### src/rtl/flash_poll_pkg.sv
package flash_poll_pkg;

  typedef enum logic [2:0] {
    ST_IDLE    = 3'd0,
    ST_STAT_A  = 3'd1,
    ST_STAT_B  = 3'd2,
    ST_RECHK_A = 3'd3,
    ST_RECHK_B = 3'd4,
    ST_VERIFY  = 3'd5
  } pollState_e;

  // strobes from control to datapath
  typedef struct packed {
    logic load;     // latch operation parameters, clear results
    logic capTgl;   // capture toggle bit of current read
    logic setPass;  // finish with pass
    logic setFail;  // finish with fail
  } pollStrobe_t;

endpackage

### src/rtl/flash_poll_dp.sv
module flash_poll_dp
  import flash_poll_pkg::*;
#(
  parameter int AW      = 16,
  parameter int DW      = 8,
  parameter int TGL_BIT = 6,
  parameter int ERR_BIT = 5
) (
  input  logic          clk,
  input  logic          rstN,
  input  pollStrobe_t   strobe,
  input  logic [AW-1:0] tgtAddr,
  input  logic [DW-1:0] expData,
  input  logic          verifyEn,
  input  logic [DW-1:0] rdData,
  output logic [AW-1:0] rdAddr,
  output logic          tglSame,
  output logic          errSet,
  output logic          dataMatch,
  output logic          verifyReq,
  output logic          pass,
  output logic          fail,
  output logic          done
);

  logic [AW-1:0] addrQ;
  logic [DW-1:0] expQ;
  logic          verifyQ;
  logic          prevTglQ;
  logic          passQ;
  logic          failQ;
  logic          doneQ;

  // operation parameters
  always_ff @(posedge clk) begin
    if (!rstN) begin
      addrQ   <= '0;
      expQ    <= '0;
      verifyQ <= 1'b0;
    end else if (strobe.load) begin
      addrQ   <= tgtAddr;
      expQ    <= expData;
      verifyQ <= verifyEn;
    end
  end

  // held toggle bit of the previous status read
  always_ff @(posedge clk) begin
    if (!rstN)              prevTglQ <= 1'b0;
    else if (strobe.capTgl) prevTglQ <= rdData[TGL_BIT];
  end

  // result flags
  always_ff @(posedge clk) begin
    if (!rstN) begin
      passQ <= 1'b0;
      failQ <= 1'b0;
      doneQ <= 1'b0;
    end else begin
      doneQ <= strobe.setPass | strobe.setFail;
      if (strobe.load) begin
        passQ <= 1'b0;
        failQ <= 1'b0;
      end else if (strobe.setPass) begin
        passQ <= 1'b1;
      end else if (strobe.setFail) begin
        failQ <= 1'b1;
      end
    end
  end

  assign tglSame   = (rdData[TGL_BIT] == prevTglQ);
  assign errSet    = rdData[ERR_BIT];
  assign dataMatch = (rdData == expQ);
  assign verifyReq = verifyQ;
  assign rdAddr    = addrQ;
  assign pass      = passQ;
  assign fail      = failQ;
  assign done      = doneQ;

endmodule

### src/rtl/flash_poll_ctrl.sv
module flash_poll_ctrl
  import flash_poll_pkg::*;
(
  input  logic        clk,
  input  logic        rstN,
  input  logic        start,
  input  logic        rdValid,
  input  logic        tglSame,
  input  logic        errSet,
  input  logic        dataMatch,
  input  logic        verifyReq,
  output pollStrobe_t strobe,
  output logic        rdReq,
  output logic        busy
);

  pollState_e stateQ;
  pollState_e stateNxt;

  always_ff @(posedge clk) begin
    if (!rstN) stateQ <= ST_IDLE;
    else       stateQ <= stateNxt;
  end

  always_comb begin
    stateNxt = stateQ;
    strobe   = '0;
    unique case (stateQ)
      ST_IDLE: begin
        if (start) begin
          strobe.load = 1'b1;
          stateNxt    = ST_STAT_A;
        end
      end
      ST_STAT_A: begin
        if (rdValid) begin
          strobe.capTgl = 1'b1;
          stateNxt      = ST_STAT_B;
        end
      end
      ST_STAT_B: begin
        if (rdValid) begin
          if (tglSame) begin
            if (verifyReq) begin
              stateNxt = ST_VERIFY;
            end else begin
              strobe.setPass = 1'b1;
              stateNxt       = ST_IDLE;
            end
          end else if (!errSet) begin
            stateNxt = ST_STAT_A;
          end else begin
            stateNxt = ST_RECHK_A;
          end
        end
      end
      ST_RECHK_A: begin
        if (rdValid) begin
          strobe.capTgl = 1'b1;
          stateNxt      = ST_RECHK_B;
        end
      end
      ST_RECHK_B: begin
        if (rdValid) begin
          if (!tglSame) begin
            strobe.setFail = 1'b1;
            stateNxt       = ST_IDLE;
          end else if (verifyReq) begin
            stateNxt = ST_VERIFY;
          end else begin
            strobe.setPass = 1'b1;
            stateNxt       = ST_IDLE;
          end
        end
      end
      ST_VERIFY: begin
        if (rdValid) begin
          strobe.setPass = dataMatch;
          strobe.setFail = !dataMatch;
          stateNxt       = ST_IDLE;
        end
      end
      default: stateNxt = ST_IDLE;
    endcase
  end

  assign rdReq = (stateQ != ST_IDLE);
  assign busy  = (stateQ != ST_IDLE);

endmodule

### src/rtl/flash_toggle_poller.sv
module flash_toggle_poller
  import flash_poll_pkg::*;
#(
  parameter int AW      = 16,
  parameter int DW      = 8,
  parameter int TGL_BIT = 6,
  parameter int ERR_BIT = 5
) (
  input  logic          clk,
  input  logic          rstN,
  input  logic          start,
  input  logic [AW-1:0] tgtAddr,
  input  logic          verifyEn,
  input  logic [DW-1:0] expData,
  output logic          rdReq,
  output logic [AW-1:0] rdAddr,
  input  logic [DW-1:0] rdData,
  input  logic          rdValid,
  output logic          busy,
  output logic          done,
  output logic          pass,
  output logic          fail
);

  pollStrobe_t strobe;
  logic        tglSame;
  logic        errSet;
  logic        dataMatch;
  logic        verifyReq;

  flash_poll_ctrl u_ctrl (
    .clk       (clk),
    .rstN      (rstN),
    .start     (start),
    .rdValid   (rdValid),
    .tglSame   (tglSame),
    .errSet    (errSet),
    .dataMatch (dataMatch),
    .verifyReq (verifyReq),
    .strobe    (strobe),
    .rdReq     (rdReq),
    .busy      (busy)
  );

  flash_poll_dp #(
    .AW      (AW),
    .DW      (DW),
    .TGL_BIT (TGL_BIT),
    .ERR_BIT (ERR_BIT)
  ) u_dp (
    .clk       (clk),
    .rstN      (rstN),
    .strobe    (strobe),
    .tgtAddr   (tgtAddr),
    .expData   (expData),
    .verifyEn  (verifyEn),
    .rdData    (rdData),
    .rdAddr    (rdAddr),
    .tglSame   (tglSame),
    .errSet    (errSet),
    .dataMatch (dataMatch),
    .verifyReq (verifyReq),
    .pass      (pass),
    .fail      (fail),
    .done      (done)
  );

endmodule

### config.mk
export PLATFORM = sky130hd
export DESIGN_NAME = flash_toggle_poller
export DESIGN_NICKNAME = d
export VERILOG_FILES = /design/src/rtl/flash_poll_pkg.sv /design/src/rtl/flash_poll_dp.sv /design/src/rtl/flash_poll_ctrl.sv /design/src/rtl/flash_toggle_poller.sv
export SDC_FILE = /design/constraint.sdc
export NUM_CORES = 1
export LEC_CHECK = 0
export ABC_AREA = 1
export BUFFER_PORTS_ARGS = -buffer_cell sky130_fd_sc_hd__buf_2
export CORE_ASPECT_RATIO = 0.8
export CORE_MARGIN = 4
export CORE_UTILIZATION = 50
export DETAILED_ROUTE_END_ITERATION = 7
export PLACE_DENSITY = 0.88
export REMOVE_ABC_BUFFERS = 1
export SYNTH_ARGS = -nofsm -noshare
export SYNTH_HDL_FRONTEND = slang
export SYNTH_SLANG_ARGS = --single-unit
### constraint.sdc
create_clock -name clk -period 3.05 [get_ports clk]
set_clock_uncertainty 0.1 [all_clocks]
set_input_delay 0.305 -clock clk [delete_from_list [all_inputs] [get_ports clk]]
set_output_delay 0.305 -clock clk [all_outputs]
set_load 0.005 [all_outputs]
Word level (Yosys, flattened, before mapping)
Index checks and enable logic that the tools add are counted.
W data, S select, Z words.
{ "totals": {"regBits": 32, "out_inout_bits": 21} }
{ "op_classes": {"eq_ne": 13, "n_mux": 23, "bitwise": 3, "reduce_logical": 7} }
{ "op_table": {"columns": ["cell", "n"], "rows": [
  ["$mux W3", 9],
  ["$pmux W3 S6", 1],
  ["$ne A2 B2 Y1 const B", 6],
  ["$eq A8 B8 Y1", 1],
  ["$mux W1", 8],
  ["$eq A3 B2 Y1 const B", 2],
  ["$eq A3 B3 Y1 const B", 2],
  ["$mux W2", 3],
  ["$reduce_and A6 Y1", 1],
  ["$reduce_or A2 Y1", 2],
  ["$eq A3 B1 Y1 const B", 1],
  ["$logic_not A3 Y1", 1],
  ["$pmux W1 S3", 1],
  ["$reduce_bool A3 Y1", 1],
  ["$not A1 Y1", 2],
  ["$pmux W1 S2", 1],
  ["$reduce_and A2 Y1", 1],
  ["$eq A1 B1 Y1", 1],
  ["$logic_not A1 Y1", 1],
  ["$or A1 B1 Y1", 1]
]} }

Longest topological paths before layout
Gate-level depths: netlist of the first run.
{ "logic_depth": {"ltp_word": 6, "depth_mapped": 10, "depth_no_buf": 10} }

Hierarchy
Synthesis of the first run repeated with hierarchy kept, for this count alone.
{ "unflattened": {"hier_cells": 217, "area_unflattened_um2": 1478.9} }
{ "by_module_without_submodules": {"columns": ["mod", "n_inst", "cells_each", "area_per_inst_um2", "seq_area_each_um2"], "rows": [
  ["flash_poll_dp", 1, 163, 1169.9, 580.6],
  ["flash_poll_ctrl", 1, 54, 309.0, 60.1]
]} }

Worst setup path before layout of the first run
OpenSTA, ideal clock, no wires.
{ "synth_path": {"path_kind": "reg2reg", "start": "register u_ctrl.stateQ[2]", "end": "register u_ctrl.stateQ[0]", "t_arrival_ps": 1110, "required_ps": 2835, "setup_slack_ps": 1725, "path_stages_with_launch": 8, "period_less_slack_ps": 1325, "cell_sequence": "dfxtp_1 inv_1 nand3_1 nand3_2 o21bai_4 nand2_2 o21ai_1 nor2_1"} }
{ "synth_via": {"elab_chain_cells": 3, "elab_cells_between_ends": 14} }
{ "synth_lines": {"columns": ["item", "line", "source"], "rows": [
  ["start, declared", "flash_poll_ctrl.sv:17", "pollState_e stateQ;"],
  ["start signal, assigned", "flash_poll_ctrl.sv:22", "else stateQ <= stateNxt;"],
  ["$eq A3 B3 Y1 (tied with other cells)", "flash_poll_ctrl.sv:28", "unique case (stateQ)"],
  ["$ne A2 B2 Y1 (no source line)", null, null],
  ["$reduce_and A6 Y1 (no source line)", null, null]
]} }
Several ways; a longest one is shown, not always the timed one.
A chain may end at the register's enable or synchronous reset.

Worst setup path after layout of the first run
{ "layout_path": {"start": "register u_ctrl.stateQ[0]", "end": "register u_dp.expQ[5]"} }
{ "layout_via": {"elab_chain_cells": 2} }
{ "layout_lines": {"columns": ["item", "line", "source"], "rows": [
  ["$logic_not A3 Y1", "flash_poll_ctrl.sv:28", null],
  ["$mux W1", "flash_poll_ctrl.sv:28", null],
  ["end signal, assigned", "flash_poll_dp.sv:42", "expQ <= expData;"],
  ["end, declared", "flash_poll_dp.sv:27", "logic [DW-1:0] expQ;"]
]} }
Every way passes these cells.

==> flow_metrics.py, run 1 <==
metrics = {
    "sta": {
        "drv_slew": 0,
        "worstMarginPinSlew_ns": 0.8441,
        "fin_tns_setup_ns": 0,
        "max_freq_ghz": 0.4682,
        "setup_violations": 0,
        "period_share": 0.7003,
        "holdWs_ns": 0.1905,
        "rsz0062_at_grt": "false",
        "slew_headroom": 0.4359,
        "period_needed_ns": 2.136,
        "hold_viol": 0,
    },
    "min_path": {
        "hp-start": "tgtAddr[12]",
        "holdCritPathClass": "primary input to register",
        "whs_path_depth": 3,
        "hold_path_end": "u_dp.rdAddr[12]$_SDFFE_PN0P_",
    },
    "synth": {
        "synthCells": 207,
        "synth_cell_types": 22,
        "synth_warnings": 0,
        "synth-seq-area-share": 0.4354,
        "synthFlopType": "dfxtp_1",
        "ys_seq_elements": 32,
        "synthArstFlopShare": 0,
        "synth_largest_area_cell": "dfxtp_1",
        "synth_common_cells": "51 x nand2_1, 32 x dfxtp_1, 32 x nand3_1",
        "synth_edf_count": 0,
        "synth_most_common_cell": "nand2_1",
        "synthTopCellsByArea": "dfxtp_1 44%, nand2_1 13%, nand3_1 11%",
        "yosysTopAreaCellShare": 0.4354,
        "syn_avg_cell_area_um2": 7.108,
        "synth_area_um2": 1471,
    },
    "floorplan": {
        "top_level_ports": 58,
        "rows": 17,
        "die_y_um": 56.52,
        "core_um2": 2786,
        "die_w_um": 68.65,
        "start_util": 0.5281,
        "dieArea_um2": 3880,
    },
    "grt": {
        "grt_pass1_vias": 1494,
        "grt_start_max_net_pins": 31,
        "grt_pass1_wl_um": 6037,
        "grt.total_usage": 0.2072,
        "overflow": 0,
        "antenna_found_initial": 0,
    },
    "power_and_ir_drop": {
        "net-switching-power_uw": 571.1,
        "irDropWorstVdd_uv": 496.8,
        "leakage_uw": 0.0009046,
        "p_per_area_nw_per_um2": 802.7,
        "share_seq_of_total_power": 0.383,
        "internal-power_uw": 917.3,
        "clkPwrFrac": 0.222,
        "p_sw_frac": 0.3837,
        "pwr-share-comb": 0.395,
    },
    "clock_tree": {
        "cts_max_level": 2,
        "cts_tree": "yes",
        "numCtsBuffers": 5,
        "clkLatencyLatePin_ns": 0.28,
        "post_cts_buffers": 0,
        "clk_pin_slew_ns": 0.06,
        "ctsResizeCount": 0,
        "clockRootBuffer": "clkbuf_8",
        "clock_path_buffers": 2,
        "cts_hold_buf": 0,
        "clock-sinks": 32,
    },
    "outcome": {
        "status": "completed",
    },
    "drt": {
        "drt-initial-drc-count": 77,
        "first_pass_iters": 5,
        "drt-total-wl_um": 3666,
        "viasPerCell": 5.096,
        "post_drt_wl_per_cell_um": 12.18,
        "vias": 1534,
        "drc": 0,
        "ant_nets": 0,
    },
    "place": {
        "portBuffers": 57,
        "dp.cells": 293,
        "hpwl_um": 2687,
        "place_area_um2": 1764,
        "gp_congestion": 0.8854,
    },
    "critical_path": {
        "r2r-end": "u_dp.expQ[5]$_SDFFE_PN0P_",
        "crit_path_end_kind": "register",
        "cp.required_ns": 3.09,
        "worst_ep_arrival_time_ns": 2.17,
        "cp-start-kind": "register",
        "ff2ff_setup_slack_ns": 0.91,
        "crit_chain": "nor2_2 -> inv_2 -> nor2_4 -> buf_4 -> nand2_1 -> o21ai_0 -> a21oi_1",
        "reg2regPathDepth": 7,
        "critPathKind": "register to register",
        "path_max_fanout": 30,
        "slowest_stage": "nand2_1",
        "reg2reg_from": "u_ctrl.stateQ[0]$_SDFFE_PN0P_",
        "max_stage_delay_ns": 0.55,
    },
    "finish": {
        "fin_area_um2": 1854,
        "diodes": 0,
        "layout.cells.non_filler": 301,
        "final_nets": 299,
        "synthToLayoutAreaGrowth_pct": 26.02,
        "layout-drive-gt1-share": 0.2738,
    },
    "flow_run": {
        "maxCapViolations": 0,
    },
}
-- worst max-delay path: cells and delay by family (launching register included) --
family / cells / cell delay, ns
buf+inv: 2 / 0.31
flops: 1 / 0.36
compound gates: 2 / 0.42
simple gates: 3 / 0.81
-- flip-flops by register name, indices dropped and copies added (netlist names) --
register        flops
u_ctrl.stateQ       3
u_dp.rdAddr        16
u_dp.done           1
u_dp.verifyReq      1
u_dp.pass           1
u_dp.prevTglQ       1
u_dp.fail           1
u_dp.expQ           8
-- power groups by stage --
stage	Sequential [uW]	Clock, uW	Combinational, uW
after floorplan	572	0	388
after global placement	571	0	569
after detailed placement	575	0	586
after CTS	569	333	590
after global routing	579	347	676
final	569	330	589
-- cell usage in the layout, fill, tap and decap left out, types with 2 or more instances in the layout --
cell      count
xnor2_1       5
inv_1        19
clkbuf_1      2
o21ai_0       5
nor2_1        9
o21ai_1       2
buf_2        57
inv_2         2
nand2_1      51
nand3_1      32
clkbuf_8      6
a21oi_1      31
dfxtp_1      32
-- stage by stage --
step / utilization / power, uW / setup slack [ns]
after CTS: 0.6655 / 1492 / 0.8949
after detailed placement: 0.6331 / 1161 / 0.8901
after floorplan: - / 959.3 / 1.197
final: 0.6655 / 1488 / 0.9141
after global placement: 0.6331 / 1140 / 0.9773
after global routing: 0.6655 / 1601 / 0.6603
-- per-layer routing --
metal  wire (um)  part of all wire  vias to the layer above  GRT usage
met2        1607              0.44                       56     0.3143
li1            -                 -                      778          -
met4         121             0.033                        0     0.1218
met1        1687              0.46                      686     0.2534
met5           0                 0                        -          0
met3         250             0.068                       14    0.06200
-- kinds of logic (layout without fill, tap and decap cells) --
logic type      count (synthesis)  after routing  synth area share
simple gates                   98             98            0.2959
compound gates                 40             40            0.1471
flops                          32             32            0.4354
buf+inv                        31             87           0.08588
xor+xnor                        6              6           0.03571
-- area by class of cell --
cell class,count,area (um2)
sequential,32,640.6
multi-input combinational,144,704.4
timing repair buffer,58,292.8
tap,38,47.55
inverter,21,78.83
fill,255,932.1
clock buffer,8,90.09
-- worst max path at each step --
stage                                        from                   endpoint  slack, ns  cells past startpoint
CTS                 u_ctrl.stateQ[0]$_SDFFE_PN0P_  u_dp.expQ[1]$_SDFFE_PN0P_       0.89                      7
floorplan           u_ctrl.stateQ[0]$_SDFFE_PN0P_  u_dp.expQ[0]$_SDFFE_PN0P_       1.20                      6
finish              u_ctrl.stateQ[0]$_SDFFE_PN0P_  u_dp.expQ[5]$_SDFFE_PN0P_       0.91                      7
global placement    u_ctrl.stateQ[0]$_SDFFE_PN0P_  u_dp.expQ[1]$_SDFFE_PN0P_       0.98                      7
detailed placement  u_ctrl.stateQ[0]$_SDFFE_PN0P_  u_dp.expQ[0]$_SDFFE_PN0P_       0.89                      7
global route        u_ctrl.stateQ[0]$_SDFFE_PN0P_  u_dp.expQ[0]$_SDFFE_PN0P_       0.66                      7
(Power assumes the default switching activity.)
==> run 2: changes to the inputs <==
--- a/config.mk
+++ b/config.mk
@@ -9,9 +9,9 @@
 export BUFFER_PORTS_ARGS = -buffer_cell sky130_fd_sc_hd__buf_2
 export CORE_ASPECT_RATIO = 0.8
 export CORE_MARGIN = 4
-export CORE_UTILIZATION = 50
+export CORE_UTILIZATION = 43
 export DETAILED_ROUTE_END_ITERATION = 7
-export PLACE_DENSITY = 0.88
+export PLACE_DENSITY = 0.81
 export REMOVE_ABC_BUFFERS = 1
 export SYNTH_ARGS = -nofsm -noshare
 export SYNTH_HDL_FRONTEND = slang
==> constraint.sdc (replaced) <==
create_clock -name clk -period 1.8 [get_ports clk]
set_clock_uncertainty 0.1 [all_clocks]
set_input_delay 0.18 -clock clk [delete_from_list [all_inputs] [get_ports clk]]
set_output_delay 0.18 -clock clk [all_outputs]
set_load 0.005 [all_outputs]
==> run 2 against run 1 <==
Net effect: worst setup slack got worse by 0.64 ns; sequential power rose by 69%; clock power rose by 75%; combinational power rose by 71%; critical path depth did not move; global-route usage fell by 3.4 points; register-to-register slack got worse by 0.64 ns; first-iteration DRC count rose by 22%.
==> flow_metrics.py, run 2 (synthesis gave the netlist of run 1 again) <==
metrics = {
    "critical_path": {
        "critPathBufInv": 2,
        "max_stage_delay_ns": 0.43,
        "path_depth": 7,
        "cp.required_ns": 1.91,
        "crit_path_frequent_cell": "nand2_1",
        "cp-start-kind": "register",
        "r2r-end": "u_dp.rdAddr[14]$_SDFFE_PN0P_",
        "crit_path_end_kind": "register",
        "reg2reg_from": "u_ctrl.stateQ[0]$_SDFFE_PN0P_",
        "worst_ep_arrival_time_ns": 1.64,
        "slowest_stage": "dfxtp_1",
        "path_max_fanout": 20,
        "crit_start": "u_ctrl.stateQ[0]$_SDFFE_PN0P_",
        "critPathKind": "register to register",
        "ff2ff_setup_slack_ns": 0.27,
        "crit_chain": "nor2_2 -> inv_2 -> nor2_4 -> nand2_1 -> buf_4 -> nand2_1 -> a21oi_1",
        "crit_end": "u_dp.rdAddr[14]$_SDFFE_PN0P_",
        "path_delay_family": "simple AND/OR/NAND/NOR gates",
        "reg2regPathDepth": 7,
    },
    "drt": {
        "drc": 0,
        "drt-total-wl_um": 3670,
        "post_drt_wl_per_cell_um": 11.99,
        "vias": 1549,
        "viasPerCell": 5.062,
        "first_pass_iters": 4,
        "ant_nets": 0,
        "drt-initial-drc-count": 94,
    },
    "grt": {
        "antenna_found_initial": 0,
        "overflow": 0,
        "grt_start_max_net_pins": 22,
        "grt_pass1_wl_um": 5954,
        "grt_pass1_vias": 1373,
        "grt.total_usage": 0.1737,
    },
    "place": {
        "portBuffers": 57,
        "hpwl_um": 2707,
        "pre_cts_slack_ns": 0.3025,
        "gp_congestion": 0.8776,
        "place_area_um2": 1789,
    },
    "finish": {
        "final_cell_mix": "57 x buf_2, 51 x nand2_1, 32 x nand3_1, 32 x dfxtp_1, 31 x a21oi_1",
        "final_nets": 302,
        "fin_area_um2": 1883,
        "seqCellArea_um2": 640.6,
        "fillers": 289,
        "synthToLayoutAreaGrowth_pct": 27.98,
        "multi_input_comb_area_um2": 704.4,
        "largest_reg_flops": 16,
        "final_common_cell": "buf_2",
        "diodes": 0,
        "layout-drive-gt1-share": 0.2857,
    },
    "power_and_ir_drop": {
        "net-switching-power_uw": 986.5,
        "clkPwrFrac": 0.227,
        "irDropWorstVdd_uv": 657.1,
        "p_sw_frac": 0.3864,
        "p_per_area_nw_per_um2": 1356,
        "share_seq_of_total_power": 0.377,
        "pwr-share-comb": 0.396,
        "power_uw": 2553,
        "leakage_uw": 0.0009177,
        "internal-power_uw": 1567,
    },
    "clock_tree": {
        "cts_tree": "yes",
        "numCtsBuffers": 5,
        "ctsResizeCount": 0,
        "clkLatencyLatePin_ns": 0.28,
        "cts_max_level": 2,
        "clock-sinks": 32,
        "clk_pin_slew_ns": 0.07,
        "cts_hold_buf": 0,
        "post_cts_buffers": 0,
        "clockRootBuffer": "clkbuf_8",
        "clock_path_buffers": 2,
    },
    "min_path": {
        "hp-start": "tgtAddr[7]",
        "holdCritPathClass": "primary input to register",
    },
    "floorplan": {
        "die_y_um": 60.32,
        "die_w_um": 73.40,
        "core_um2": 3176,
        "top_level_ports": 58,
        "rows": 18,
        "start_util": 0.4634,
        "dieArea_um2": 4427,
    },
    "sta": {
        "period_needed_ns": 1.528,
        "max_freq_ghz": 0.6545,
        "setup_violations": 0,
        "rsz0062_at_grt": "false",
        "hold_viol": 0,
        "fin_ws_ns": 0.2722,
        "fin_tns_setup_ns": 0,
        "worstMarginPinSlew_ns": 0.4075,
        "slew_headroom": 0.7274,
        "holdWs_ns": 0.06452,
        "period_share": 0.8488,
        "drv_slew": 0,
    },
    "outcome": {
        "status": "completed",
    },
    "flow_run": {
        "maxCapViolations": 0,
    },
}
[run 2: changes by cell type in the layout (fill, tap and decap cells not counted), sizes merged]
cell,change
buf,+3
clkbuf,-1
clkinvlp,+1
[run 2: layout make-up]
class	count	area share
Clock buffer	7	0.04585
Clock inverter	1	0.003987
Inverter	21	0.04186
Sequential cell	32	0.3402
Tap cell	40	0.02658
Timing Repair Buffer	61	0.1674
Multi-Input combinational cell	144	0.3741
[run 2: tightest hold or removal path: stages]
cell and delay [ns]:
buf_2 0.09, nand3_1 0.07, a21oi_1 0.06
[run 2: how the worst min path moves through the flow]
| stage | to | slack [ns] | cells after the start |
|---|---|---|---|
| floorplan | u_dp.expQ[0]$_SDFFE_PN0P_ | 0.22 | 2 |
| global placement | u_dp.pass$_SDFFE_PP0P_ | 0.34 | 2 |
| detailed placement | u_dp.rdAddr[10]$_SDFFE_PN0P_ | 0.35 | 2 |
| CTS | u_dp.rdAddr[14]$_SDFFE_PN0P_ | 0.06 | 3 |
| global route | u_dp.rdAddr[15]$_SDFFE_PN0P_ | 0.07 | 3 |
| finish | u_dp.rdAddr[7]$_SDFFE_PN0P_ | 0.06 | 3 |
[run 2: power groups by stage]
stage,combinational (uW),clock (uW),sequential (uW)
3_5_place_dp,1010,0,974
6_report,1010,579,963
2_1_floorplan,657,0,968
3_3_place_gp,997,0,971
4_1_cts,1020,585,961
5_1_grt,1140,621,981
[run 2: layer usage]
metal | part of all wire | global-route usage | routed length, um
met5 | 0 | 0 | 0
met4 | 0.016 | 0.06202 | 57
met3 | 0.090 | 0.05042 | 330
met2 | 0.42 | 0.2637 | 1559
met1 | 0.47 | 0.2361 | 1724
[run 2: metrics by stage]
step / utilization / std cells
2_1_floorplan: - / 197
3_3_place_gp: 0.5634 / 298
3_5_place_dp: 0.5634 / 298
4_1_cts: 0.5930 / 306
5_1_grt: 0.5930 / 306
6_report: 0.5930 / 306
